File: config.mk
export PLATFORM = sky130hd
export DESIGN_NAME = subrate_hdlc_rx
export DESIGN_NICKNAME = d
export VERILOG_FILES = /design/src/rtl/subrate_hdlc_pkg.sv /design/src/rtl/slot_mask_gate.sv /design/src/rtl/hdlc_line_decoder.sv /design/src/rtl/hdlc_crc16.sv /design/src/rtl/subrate_hdlc_rx.sv
export SDC_FILE = /design/constraint.sdc
export NUM_CORES = 1
export LEC_CHECK = 0
export BUFFER_PORTS_ARGS = -buffer_cell sky130_fd_sc_hd__buf_2
export CAP_MARGIN = 10
export CORE_UTILIZATION = 40
export CTS_CLUSTER_SIZE = 30
export DETAILED_ROUTE_END_ITERATION = 10
export PLACE_DENSITY = 0.67
export SLEW_MARGIN = 25
export SYNTH_ARGS = -nofsm -noshare
export SYNTH_HDL_FRONTEND = slang
export SYNTH_SLANG_ARGS = --single-unit
export TNS_END_PERCENT = 5
File: constraint.sdc
create_clock -name clk_i -period 2.34 [get_ports clk_i]
set_input_delay 0.117 -clock clk_i [delete_from_list [all_inputs] [get_ports clk_i]]
set_output_delay 0.117 -clock clk_i [all_outputs]
set_load 0.005 [all_outputs]
File: src/rtl/subrate_hdlc_pkg.sv
package subrate_hdlc_pkg;
  localparam int          FLAG_TAIL   = 7;        // data bits a flag leaves in the stream
  localparam logic [15:0] CRC_POLY    = 16'h8408;
  localparam logic [15:0] CRC_PRESET  = 16'hFFFF;
  localparam logic [15:0] CRC_RESIDUE = 16'hF0B8;

  typedef enum logic {RX_HUNT, RX_FRAME} rx_state_e;

  typedef struct packed {
    logic push;        // destuffed data bit
    logic flag;        // closing zero of 01111110
    logic seventh_one; // run of ones just reached seven
  } line_evt_t;
endpackage

File: src/rtl/slot_mask_gate.sv
module slot_mask_gate #(
  parameter int SLOT_BITS = 8,
  localparam int IDX_W = $clog2(SLOT_BITS)
) (
  input  logic                 en_i,
  input  logic                 bit_i,
  input  logic [IDX_W-1:0]     idx_i,
  input  logic [SLOT_BITS-1:0] mask_i,
  output logic                 dv_o,
  output logic                 d_o
);
  localparam logic [IDX_W-1:0] LAST = IDX_W'(SLOT_BITS - 1);
  logic [IDX_W-1:0] pos;

  assign pos  = LAST - idx_i;
  assign dv_o = en_i & mask_i[pos];
  assign d_o  = bit_i;
endmodule

File: src/rtl/hdlc_line_decoder.sv
module hdlc_line_decoder import subrate_hdlc_pkg::*; (
  input  logic      clk_i,
  input  logic      rst_ni,
  input  logic      dv_i,
  input  logic      d_i,
  output line_evt_t evt_o
);
  logic [2:0] ones_q;

  always_comb begin
    evt_o.flag        = dv_i & ~d_i & (ones_q == 3'd6);
    evt_o.seventh_one = dv_i &  d_i & (ones_q == 3'd6);
    evt_o.push        = dv_i & ~(~d_i & (ones_q >= 3'd5)) & ~(d_i & (ones_q >= 3'd6));
  end

  always_ff @(posedge clk_i or negedge rst_ni) begin
    if (!rst_ni)   ones_q <= '0;
    else if (dv_i) ones_q <= d_i ? ((ones_q == 3'd7) ? ones_q : ones_q + 3'd1) : 3'd0;
  end
endmodule

File: src/rtl/hdlc_crc16.sv
module hdlc_crc16 import subrate_hdlc_pkg::*; #(
  parameter logic [15:0] POLY = CRC_POLY,
  parameter logic [15:0] INIT = CRC_PRESET
) (
  input  logic        clk_i,
  input  logic        rst_ni,
  input  logic        clr_i,
  input  logic        en_i,
  input  logic        d_i,
  output logic [15:0] crc_o
);
  logic [15:0] crc_q, crc_nxt;
  logic        fb;

  assign fb      = crc_q[0] ^ d_i;
  assign crc_nxt = {1'b0, crc_q[15:1]} ^ (fb ? POLY : 16'h0000);
  assign crc_o   = crc_q;

  always_ff @(posedge clk_i or negedge rst_ni) begin
    if (!rst_ni)    crc_q <= INIT;
    else if (clr_i) crc_q <= INIT;
    else if (en_i)  crc_q <= crc_nxt;
  end
endmodule

File: src/rtl/subrate_hdlc_rx.sv
module subrate_hdlc_rx import subrate_hdlc_pkg::*; #(
  parameter int SLOT_BITS       = 8,
  parameter int MIN_FRAME_BYTES = 4
) (
  input  logic                         clk_i,
  input  logic                         rst_ni,
  input  logic                         en_i,
  input  logic                         bit_i,
  input  logic [$clog2(SLOT_BITS)-1:0] slot_bit_i,
  input  logic [SLOT_BITS-1:0]         mask_i,
  output logic                         byte_valid_o,
  output logic [7:0]                   byte_o,
  output logic                         sof_o,
  output logic                         frame_good_o,
  output logic                         frame_err_o,
  output logic                         abort_o
);
  localparam int HIST_W  = 8 + FLAG_TAIL;
  localparam int CRC_TAP = HIST_W - 1 - FLAG_TAIL;
  localparam int N_LIM   = 8 * MIN_FRAME_BYTES + FLAG_TAIL;
  localparam int CNT_W   = $clog2(N_LIM + 1);
  localparam logic [CNT_W-1:0] N_MAX   = CNT_W'(N_LIM);
  localparam logic [CNT_W-1:0] N_FIRST = CNT_W'(HIST_W);
  localparam logic [CNT_W-1:0] N_CRC   = CNT_W'(FLAG_TAIL + 1);
  localparam logic [CNT_W-1:0] N_BODY  = CNT_W'(FLAG_TAIL);

  logic dv, dd;
  line_evt_t evt;
  logic [15:0] crc;

  rx_state_e        st_q;
  logic [CNT_W-1:0] n_q, n_inc;
  logic [2:0]       ph_q, ph_inc;
  logic [HIST_W-1:0] hist_q, hist_nxt;
  logic in_frame, crc_en, emit, first, close, len_ok, good, abrt;

  slot_mask_gate #(.SLOT_BITS(SLOT_BITS)) u_gate (
    .en_i   (en_i),
    .bit_i  (bit_i),
    .idx_i  (slot_bit_i),
    .mask_i (mask_i),
    .dv_o   (dv),
    .d_o    (dd)
  );

  hdlc_line_decoder u_dec (
    .clk_i  (clk_i),
    .rst_ni (rst_ni),
    .dv_i   (dv),
    .d_i    (dd),
    .evt_o  (evt)
  );

  hdlc_crc16 u_crc (
    .clk_i  (clk_i),
    .rst_ni (rst_ni),
    .clr_i  (evt.flag),
    .en_i   (crc_en),
    .d_i    (hist_nxt[CRC_TAP]),
    .crc_o  (crc)
  );

  always_comb begin
    in_frame = (st_q == RX_FRAME);
    n_inc    = (n_q == N_MAX) ? n_q : n_q + 1'b1;
    ph_inc   = ph_q + 3'd1;
    hist_nxt = {dd, hist_q[HIST_W-1:1]};
    // bits leave the tail window only once they cannot belong to a flag
    crc_en   = in_frame & evt.push & (n_inc >= N_CRC);
    emit     = in_frame & evt.push & (n_inc >= N_FIRST) & (ph_inc == 3'd7);
    first    = (n_inc == N_FIRST);
    close    = in_frame & evt.flag & (n_q >= N_CRC);
    len_ok   = (n_q == N_MAX) & (ph_q == 3'd7);
    good     = close & len_ok & (crc == CRC_RESIDUE);
    abrt     = in_frame & evt.seventh_one & (n_q >= N_BODY);
  end

  always_ff @(posedge clk_i or negedge rst_ni) begin
    if (!rst_ni) begin
      st_q   <= RX_HUNT;
      n_q    <= '0;
      ph_q   <= '0;
      hist_q <= '0;
    end else if (evt.flag) begin
      st_q <= RX_FRAME;
      n_q  <= '0;
      ph_q <= '0;
    end else if (in_frame && evt.seventh_one) begin
      st_q <= RX_HUNT;
    end else if (in_frame && evt.push) begin
      n_q    <= n_inc;
      ph_q   <= ph_inc;
      hist_q <= hist_nxt;
    end
  end

  always_ff @(posedge clk_i or negedge rst_ni) begin
    if (!rst_ni) begin
      byte_valid_o <= 1'b0;
      byte_o       <= '0;
      sof_o        <= 1'b0;
      frame_good_o <= 1'b0;
      frame_err_o  <= 1'b0;
      abort_o      <= 1'b0;
    end else begin
      byte_valid_o <= emit;
      sof_o        <= emit & first;
      frame_good_o <= good;
      frame_err_o  <= close & ~good;
      abort_o      <= abrt;
      if (emit) byte_o <= hist_nxt[7:0];
    end
  end
endmodule

==> summary.md, run 1 <==
| Metric | Value |
|---|---|
| Status | `completed` |
| Synth Register Bits | `56` |
| Core area | `0.00676 mm2` |
| Cells on worst reg2reg path | `8` |
| Final setup vio count | `0` |
| Hold Path Origin | `bit_i` |
| Final wirelength | `5370 um` |
| Share of cells above drive strength 1 | `26.8%` |
| Slowest-stage cell, CP | `or4b_1` |
| Ys flop type | `dfrtp_1` |
| Max VDD drop | `0.368 mV` |
| Initial Util | `41.1%` |
| Critical Path Sink Type | `register` |
| Fin. Hold Viols | `0` |
| Type of origin of the critical path | `register` |
| Die area | `0.00728 mm2` |
| Max Cap Viol | `0` |
| Avg Inst Size Synth | `10.4 um2` |
| DR vias/cell | `5.20` |
| # IOs | `28` |
| Detailed Route Iter0 Violations | `127` |
| Total congestion overflow | `0` |
| Max-slew violations | `0` |
| Period utilisation layout | `97.8%` |
| Crit path buf inv count | `2` |
| Die height | `85.3 um` |
| Post-route minimum period | `2290 ps` |
| Worst hold endpoint | `hist_q[14]` |
| Syn Nets | `290` |
| Crit path largest cell delay | `530 ps` |
| Register area share after synthesis | `51.2%` |
| EDFF count, synth | `0` |
| Worst-path cell chain | `buf_4 > and3_1 > xnor2_1 > a31oi_4 > nor2_1 > or4b_1 > buf_6 > mux2_4` |
| FP Rows | `30` |
| Setup slack, reg-to-reg | `50 ps` |
| Arrival time worst endpoint | `2490 ps` |
| Overall Global Routing Usage | `15.9%` |
| Reg-to-Reg End | `byte_o[3]` |
| DRC viols | `0` |
| Diodes inserted | `0` |
| P_leak | `0.00162 uW` |
| RePlAce Congestion | `0.869` |
| WL/cell | `13.9 um` |
| Required time worst endpoint | `2540 ps` |
| Sequential cell area | `0.00142 mm2` |
| Vias in the first global route | `1,997` |
| Synthesized area | `0.00278 mm2` |
| Total CTS buffers | `5` |
| Worst-path fanout max | `8` |
| Fin cells | `386` |
| Root buf cell | `clkbuf_8` |
| FF-to-FF Start | `n_q[0]` |
| Area occupied by multi-input gates | `0.00125 mm2` |
| Fmax | `437 MHz` |
| Largest net degree at the start of global routing | `30` |
| Initial DRT Pass Iterations | `4` |
| Clock skew | `10.2 ps` |
| Critical path type | `register to register` |
| Post-synth ARST share | `100%` |
| Final ANT Viol Nets | `0` |
| CTS tree | `yes` |
| Pwr dens | `814 mW/mm2` |
| Area delta synth->final | `15.4%` |
| Clock Tree Buf Depth | `2` |
| Pwr Total | `2610 uW` |
| Initial antenna violation count | `0` |
| Slew @ Worst Pin | `666 ps` |
| Die Wd | `85.3 um` |
| Synth cell types | `43` |
| Port Buffers | `27` |
| Fin nets | `329` |
| Cells after Synth | `266` |
| Hold WC Path Type | `input pin to register` |
| Worst slew margin | `55.6%` |
| Top delay family on crit path | `simple AND/OR/NAND/NOR gates` |
| Clk_lat worst skew | `310 ps` |
| Fillers | `629` |
| Via count | `2,007` |
| H-tree depth | `2` |
| Hold path cells | `3` |
| Clk slew on worst S/H paths | `100 ps` |
| Final Core Density | `47.4%` |
| Post-DP HPWL | `3890 um` |
| Dpl cells | `376` |
| Clock Sinks | `56` |
| Yosys Warn Count | `0` |
| First-pass GRT wire length | `9140 um` |
==> worst register-to-register path, delay by kind of cell (launching register included) <==
family	cells	cell delay, ps
AO/OA/AOI/OAI	1	210
multiplexers	1	300
AND/OR/NAND/NOR	3	800
flip-flops	1	390
XOR/XNOR	1	160
buffers and inverters	2	330
==> layout by cell type (no fill, tap or decap), types with 3 or more instances in the layout <==
master    synthesis  final
a21oi_1           4      4
a22o_1            5      5
and3_1            3      3
buf_2             2     27
buf_4             1     14
clkbuf_8          1      5
dfrtp_1          40     40
dfstp_2          16     16
ha_1              9      8
inv_1             7      7
mux2_4            8      8
mux2i_1          20     20
nand2_1          68     68
nand3_1           7      7
nand4_1           5      5
nor2_1           17     17
nor2b_1           4      4
nor3_1            6      5
o21ai_0           6      6
xnor2_1           4      4
==> where the power goes <==
group	internal, uW	switching (uW)	leakage, uW
Sequential	1240	168	0.000712
Combinational	293	313	0.000852
Clock	281	312	0.0000540
==> sequential cells by signal, indices dropped and copies added, names as in the netlist <==
signal,cells
u_crc.crc_o,16
hist_q,14
byte_o,8
n_q,6
ph_q,3
u_dec.ones_q,3
abort_o,1
byte_valid_o,1
frame_err_o,1
frame_good_o,1
in_frame,1
sof_o,1
==> per-layer routing <==
layer	routed length (um)	GRT usage, %	share of wire (%)	up-vias
li1	-	-	-	985
met1	2530	22.0	47	974
met2	2600	25.7	48	40
met3	180	3.02	3.4	8
met4	53	4.85	0.99	0
met5	0	0	0	-
==> cell families (layout without fill, tap and decap cells) <==
logic type | after synthesis | in the layout | share of synthesized area [%]
XOR/XNOR | 5 | 5 | 1.58
multiplexers | 29 | 29 | 11.9
AND/OR/NAND/NOR | 121 | 121 | 19.7
AO/OA/AOI/OAI | 26 | 26 | 6.35
adder cells (fa/ha/maj) | 9 | 9 | 4.05
buffers and inverters | 20 | 60 | 5.18
flip-flops | 56 | 56 | 51.2
==> area by class of cell <==
| cell class | count | share of cell area, % |
|---|---|---|
| clock buffer | 7 | 3.05 |
| clock inverter | 1 | 0.273 |
| inverter | 7 | 0.820 |
| multi-input combinational | 190 | 39.0 |
| sequential | 56 | 44.4 |
| tap | 80 | 3.12 |
| timing repair buffer | 45 | 9.41 |
==> metrics by stage <==
stage	worst slack [ps]	cell area (um2)	setup TNS, ps	hold WS, ps
final	50.9	3200	0	72.8
after global routing	-23.1	3200	-100	80.8
after CTS	41.2	3160	0	67.5
after detailed placement	40.5	3050	0	186
after global placement	87.3	3050	0	170
after floorplan	74.1	2780	0	-179
==> worst max path at each step <==
stage	slack, ps	to	cells past startpoint	from
after floorplan	70	byte_o[0]	7	n_q[0]
after global placement	90	byte_o[1]	7	n_q[1]
after detailed placement	40	byte_o[4]	7	n_q[1]
after CTS	40	byte_o[4]	7	n_q[1]
after global routing	-20	byte_o[6]	9	n_q[0]
final	50	byte_o[3]	8	n_q[0]
==> synth_stat cells, types with 3 or more instances <==
master / number / area share, %
a21oi_1: 4 / 0.72
a22o_1: 5 / 1.6
a31oi_1: 3 / 0.68
and3_1: 3 / 0.68
buf_6: 3 / 1.2
clkbuf_1: 4 / 0.54
dfrtp_1: 40 / 36
dfstp_2: 16 / 15
ha_1: 9 / 4.1
inv_1: 7 / 0.95
mux2_4: 8 / 4.3
mux2i_1: 20 / 7.2
nand2_1: 68 / 9.2
nand3_1: 7 / 1.3
nand4_1: 5 / 1.1
nor2_1: 17 / 2.3
nor2b_1: 4 / 0.90
nor3_1: 6 / 1.1
o21ai_0: 6 / 1.1
xnor2_1: 4 / 1.3
==> repair_timing <==
item	4_1_cts	5_1_grt
endpoints found under the hold margin	27	0
resized for setup	0	6
endpoints found under the setup margin	0	8
hold buffers	1	0
setup buffers	0	1
Note: power is estimated with default switching activity, not from simulation.
==> run 2, diff against run 1 <==
- PLACE_DENSITY: 0.67 -> 0.65
- clock period: 2.34 -> 2.4 ns (I/O delays scaled with it)
==> run 2 against run 1 <==
Net effect:
- routed wire length shrank 2.5%
- via count shrank 3.1%
- count of clock-buffer cells in the layout is the same
- sequential share of layout area grew 0.81 points
- setup slack gained 46 ps
- flip-flop and latch count is the same
- global-route usage shrank 0.26 points
- first-iteration DRC count shrank 18%
- combinational power shrank 11%
- critical path type unchanged
- highest routed layer unchanged
==> summary.md, run 2 (same netlist as run 1, synthesis figures left out) <==
| Metric | Value |
|---|---|
| RePlAce Congestion | `0.844 (-2.8%)` |
| Hold WC Path Type | `input pin to register` |
| Initial DRT Pass Iterations | `4 (unchanged)` |
| DRT met1 WL | `2580 um (+1.9%)` |
| Max reg flops | `16 (unchanged)` |
| Total congestion overflow | `0 (unchanged)` |
| Hold path cells | `3 (unchanged)` |
| Type of origin of the critical path | `register` |
| Die Wd | `85.3 um (unchanged)` |
| Reg-to-Reg End | `byte_o[0]` |
| Arrival time worst endpoint | `2500 ps (about the same)` |
| Fmax | `434 MHz (-0.60%)` |
| Dpl cells | `374 (-0.53%)` |
| Port Buffers | `27 (unchanged)` |
| FP Rows | `30 (unchanged)` |
| Crit path launch | `n_q[0]` |
| Fillers | `619 (-1.6%)` |
| Max Cap Viol | `0 (unchanged)` |
| Core area | `0.00676 mm2 (unchanged)` |
| PnR worst setup slack | `97.1 ps (+46.2 ps)` |
| H-tree depth | `2 (unchanged)` |
| Critical path type | `register to register` |
| DRC viols | `0 (unchanged)` |
| Largest net degree at the start of global routing | `32 (+6.7%)` |
| WL/cell | `13.7 um (-1.7%)` |
| Max-slew violations | `0 (unchanged)` |
| Die height | `85.3 um (unchanged)` |
| Initial Util | `41.1% (unchanged)` |
| Total CTS buffers | `5 (unchanged)` |
| Final setup vio count | `0 (unchanged)` |
| FF-to-FF Start | `n_q[0]` |
| Hold Path Origin | `bit_i` |
| Fin cells | `383 (-0.78%)` |
| P_leak | `0.00160 uW (-0.98%)` |
| Period utilisation layout | `96.0% (-1.9 points)` |
| Clock Tree Buf Depth | `2 (unchanged)` |
| Worst slew margin | `59.5% (+3.9 points)` |
| Die area | `0.00728 mm2 (unchanged)` |
| Status | `completed` |
| Diodes inserted | `0 (unchanged)` |
| # IOs | `28 (unchanged)` |
| Setup slack, reg-to-reg | `100 ps (+50 ps)` |
| Max VDD drop | `0.385 mV (+4.5%)` |
| Pre-CTS WS | `119 ps (+78.7 ps)` |
| Slew @ Worst Pin | `608 ps (-58.3 ps)` |
| Metal3 WL | `158 um (-12%)` |
| Clock skew | `4.36 ps (-5.85 ps)` |
| Share of cells above drive strength 1 | `25.4% (-1.4 points)` |
| Required time worst endpoint | `2600 ps (+60 ps)` |
| Clock Sinks | `56 (unchanged)` |
| Overall Global Routing Usage | `15.7% (-0.26 points)` |
| Post-DP HPWL | `3880 um (-0.43%)` |
| DR vias/cell | `5.08 (-2.4%)` |
| Critical Path Sink Type | `register` |
| Vias in the first global route | `1,906 (-4.6%)` |
| Worst hold endpoint | `hist_q[14]` |
| Most frequent cells in the layout | `nand2_1 (68), dfrtp_1 (40), buf_2 (27), mux2i_1 (20), nor2_1 (17)` |
| Final ANT Viol Nets | `0 (unchanged)` |
| Pwr Total | `2510 uW (-3.6%)` |
| Final wirelength | `5240 um (-2.5%)` |
| Root buf cell | `clkbuf_8` |
| Fin. Hold Viols | `0 (unchanged)` |
| # resized after CTS | `0 (unchanged)` |
| First-pass GRT wire length | `9090 um (-0.60%)` |
| Cells on worst reg2reg path | `7 (-1)` |
| Post-route minimum period | `2300 ps (+13.8 ps)` |
| Clk slew on worst S/H paths | `100 ps (about the same)` |
| CTS tree | `yes` |
| Initial antenna violation count | `0 (unchanged)` |
| Area delta synth->final | `13.3%` |
| Met2 routed WL | `2460 um (-5.7%)` |
| Fin nets | `326 (-0.91%)` |
| Clk_lat worst skew | `310 ps (about the same)` |
| Worst-path fanout max | `8 (unchanged)` |
| Detailed Route Iter0 Violations | `104 (-18%)` |
| RSZ-0062 raised after global routing | `false` |
| Via count | `1,944 (-3.1%)` |
| Leading cell type in the layout, fill and taps excluded | `nand2_1` |
| Top layer in use | `met4` |
| Final TNS setup | `0 ps (unchanged)` |
| Pwr dens | `798 mW/mm2 (-1.9%)` |
==> run 2: cell types whose count changed in the layout (fill, tap and decap cells not counted) <==
cell and change:
ha_1 +1, and3_2 +1, and3_4 -1, buf_4 -2
a31oi_1 +1, a31oi_4 -1, buf_6 -1, ha_4 -1
==> run 2: critical path, cell delays in order (launching register included) <==
cell     delay, ps
dfrtp_1        400
ha_1           250
and3_2         240
a31oi_1        210
nor2_1          80
or4b_1         500
buf_4          200
mux2_4         310
==> run 2: layout make-up <==
type                    count  area, um2  area share, %
flip-flops and latches     56       1420           45.2
clock buffers               7       97.6           3.10
repair buffers             42        275           8.75
well taps                  80        100           3.18
multi-input cells         190       1220           38.7
inverters                   7       26.3          0.835
clock inverters             1       8.76          0.278
==> run 2: metal layers <==
| metal | up-vias | track usage [%] |
|---|---|---|
| li1 | 983 | - |
| met1 | 921 | 21.6 |
| met2 | 35 | 25.6 |
| met3 | 5 | 3.79 |
| met4 | 0 | 2.73 |
| met5 | - | 0 |
==> run 2: worst max path at each step <==
stage	to	slack, ps	cells after the start
3_3_place_gp	byte_o[0]	130	7
4_1_cts	byte_o[5]	100	7
5_1_grt	byte_o[3]	0.6	7
3_5_place_dp	byte_o[5]	120	7
6_report	byte_o[0]	100	7
2_1_floorplan	byte_o[0]	130	7
==> run 2: what timing repair did <==
item	4_1_cts	5_1_grt
hold buffers	1	0
hold endpoints to repair	25	0
buffers inserted	0	0
setup endpoints to repair	0	0
==> run 2: report_power, final <==
group          internal, uW  switching, uW
sequential             1210            173
clock                   274            313
combinational           263            278
total                  1750            765
==> run 2: stage by stage <==
| stage | hold WS [ps] | utilization, % | instance area, um2 |
|---|---|---|---|
| floorplan | -176 | - | 2780 |
| global placement | 167 | 44.9 | 3030 |
| detailed placement | 174 | 44.9 | 3030 |
| CTS | 76.3 | 46.6 | 3150 |
| global route | 79.4 | 46.6 | 3150 |
| finish | 79.4 | 46.6 | 3150 |
==> run 3, diff against run 2 <==
- GPL_TIMING_DRIVEN: not set -> 0
- RECOVER_POWER: not set -> 25
==> run 3 against run 2 <==
Net effect:
- sequential power barely moved
- via count rose by 1.3%
- cell count fell by 0.52%
- total power fell by 3.4%
- critical path depth did not move
- global-route usage fell by 0.45 points
- combinational power fell by 4.6%
- flip-flop and latch count did not move
- core utilization fell by 0.15 points
- worst hold slack got worse by 7.0 ps
- final area fell by 0.32%
- maximum frequency barely moved
- highest routed layer unchanged
==> summary.md, run 3 (same netlist as run 1, synthesis figures left out) <==
| Metric | Value |
|---|---|
| Overall Global Routing Usage | `15.2% (-0.45 points)` |
| DR vias/cell | `5.17 (+1.9%)` |
| Post CTS Setup Buffer Count | `0 (unchanged)` |
| Clock Tree Buf Depth | `2 (unchanged)` |
| Die Wd | `85.3 um (unchanged)` |
| Fin. Hold Viols | `0 (unchanged)` |
| Vias in the first global route | `1,872 (-1.8%)` |
| Type of origin of the critical path | `register` |
| Critical path type | `register to register` |
| Pwr dens | `774 mW/mm2 (-3.1%)` |
| Via count | `1,970 (+1.3%)` |
| Area delta synth->final | `12.9%` |
| Clk slew on worst S/H paths | `100 ps (about the same)` |
| Total congestion overflow | `0 (unchanged)` |
| # IOs | `28 (unchanged)` |
| Leading cell type in the layout, fill and taps excluded | `nand2_1` |
| P_leak | `0.00157 uW (-2.1%)` |
| Period utilisation layout | `96.0% (about the same)` |
| Clock skew | `8.64 ps (+4.27 ps)` |
| FP Rows | `30 (unchanged)` |
| Max reg flops | `16 (unchanged)` |
| Met3 usage | `2.63% (-1.2 points)` |
| DRC viols | `0 (unchanged)` |
| GR Layer Usage met1 | `22.0% (+0.38 points)` |
| Clk_lat worst skew | `310 ps (about the same)` |
| Die area | `0.00728 mm2 (unchanged)` |
| Hold WC Path Type | `input pin to register` |
| Detailed Route Iter0 Violations | `132 (+27%)` |
| Final wirelength | `4990 um (-4.7%)` |
| GR Util met2 | `22.7% (-2.9 points)` |
| RePlAce Congestion | `0.799 (-5.3%)` |
| Core area | `0.00676 mm2 (unchanged)` |
| Status | `completed` |
| CTS tree | `yes` |
| Global route hottest layer | `met2` |
| Final setup vio count | `0 (unchanged)` |
| Fillers | `651 (+5.2%)` |
| Fin cells | `381 (-0.52%)` |
| Post-DP HPWL | `3500 um (-9.9%)` |
| Diodes inserted | `0 (unchanged)` |
| Pwr Total | `2430 uW (-3.4%)` |
| Largest net degree at the start of global routing | `57 (+78%)` |
| Most frequent cells in the layout | `nand2_1 (68), dfrtp_1 (39), buf_2 (25), mux2i_1 (20), nor2_1 (17)` |
| Max-slew violations | `0 (unchanged)` |
| Initial antenna violation count | `0 (unchanged)` |
| Hold Slack | `72.5 ps (-6.97 ps)` |
| Critical Path Sink Type | `register` |
| Max VDD drop | `0.265 mV (-31%)` |
| Arrival time worst endpoint | `2510 ps (about the same)` |
| Total CTS buffers | `5 (unchanged)` |
| Post-route minimum period | `2300 ps (+0.938 ps)` |
| Worst slew margin | `8.44% (-51 points)` |
| RSZ-0062 raised after global routing | `false` |
| Share of cells above drive strength 1 | `24.9% (-0.50 points)` |
| Fmax | `434 MHz (about the same)` |
| Die height | `85.3 um (unchanged)` |
| Port Buffers | `26 (-3.7%)` |
| Dpl cells | `372 (-0.53%)` |
| Fin nets | `324 (-0.61%)` |
| First-pass GRT wire length | `8790 um (-3.3%)` |
| Initial Util | `41.1% (unchanged)` |
| Final TNS setup | `0 ps (unchanged)` |
| Max Cap Viol | `0 (unchanged)` |
| WL/cell | `13.1 um (-4.2%)` |
| Final ANT Viol Nets | `0 (unchanged)` |
| Slew @ Worst Pin | `1370 ps (+765 ps)` |
| H-tree depth | `2 (unchanged)` |
| Root buf cell | `clkbuf_8` |
| Initial DRT Pass Iterations | `4 (unchanged)` |
| Clock Sinks | `56 (unchanged)` |
| Worst-path fanout max | `8 (unchanged)` |
| Required time worst endpoint | `2610 ps (about the same)` |
| Final Core Density | `46.4% (-0.15 points)` |
-- run 3: cell types whose count changed in the layout (fill, tap and decap cells not counted), moves of 2 or more --
cell and change:
buf_4 -10, clkbuf_1 +4, buf_6 +3, clkbuf_2 +3, buf_12 -2, buf_2 -2, o21ai_0 -2
-- run 3: final timing paths --
path | start | to | slack [ps] | depth (start not counted)
setup / recovery | n_q[0] | byte_o[4] | 100 | 7
hold / removal | bit_i | hist_q[14] | 70 | 3
setup reg to reg | n_q[0] | byte_o[4] | 100 | 7
hold reg to reg | hist_q[12] | hist_q[11] | 470 | 2
max in group asynchronous | rst_ni | n_q[0] | 850 | 2
min in group asynchronous | rst_ni | byte_o[2] | 650 | 2
-- run 3: per-stage QoR --
step | worst slack, ps | cell area [um2]
final | 96.1 | 3140
after global placement | -78.7 | 3010
after floorplan | 134 | 2780
after detailed placement | -104 | 3010
after CTS | 19.1 | 3120
after global routing | 10.8 | 3140
-- run 3: worst max-delay path, stage by stage (launching register included) --
cell     delay, ps
dfrtp_2        470
ha_4           210
and3_2         240
a31oi_2        200
nor2_1          90
or4b_4         520
buf_6          170
mux2_4         300
-- run 3: timing repair --
| item | 4_1_cts | 5_1_grt |
|---|---|---|
| hold endpoints to repair | 40 | 0 |
| gates cloned | 0 | 0 |
| setup endpoints to repair | 18 | 31 |
| hold buffers | 1 | 0 |
| pin swaps | 0 | 1 |
| resized for setup | 4 | 11 |
-- run 3: final cells by class --
class                           count  area [um2]  area share [%]
Buffer                             13         123            3.91
Clock buffer                        6        72.6            2.31
Clock inverter                      2        16.3           0.519
Inverter                            7        26.3           0.838
Multi-Input combinational cell    190        1240            39.5
Sequential cell                    56        1420            45.4
Tap cell                           80         100            3.19
Timing Repair Buffer               27         138            4.39
-- run 3: per-layer routing --
metal  vias to the layer above  routed length, um
li1                        970                  -
met1                       962               2480
met2                        33               2280
met3                         5                132
met4                         0                 94
met5                         -                  0
-- run 3: where the power goes --
part           internal, uW  total (uW)  leakage [uW]  switching (uW)
Sequential             1210        1390      0.000711             181
Clock                   208         517     0.0000414             309
Combinational           252         517      0.000817             266
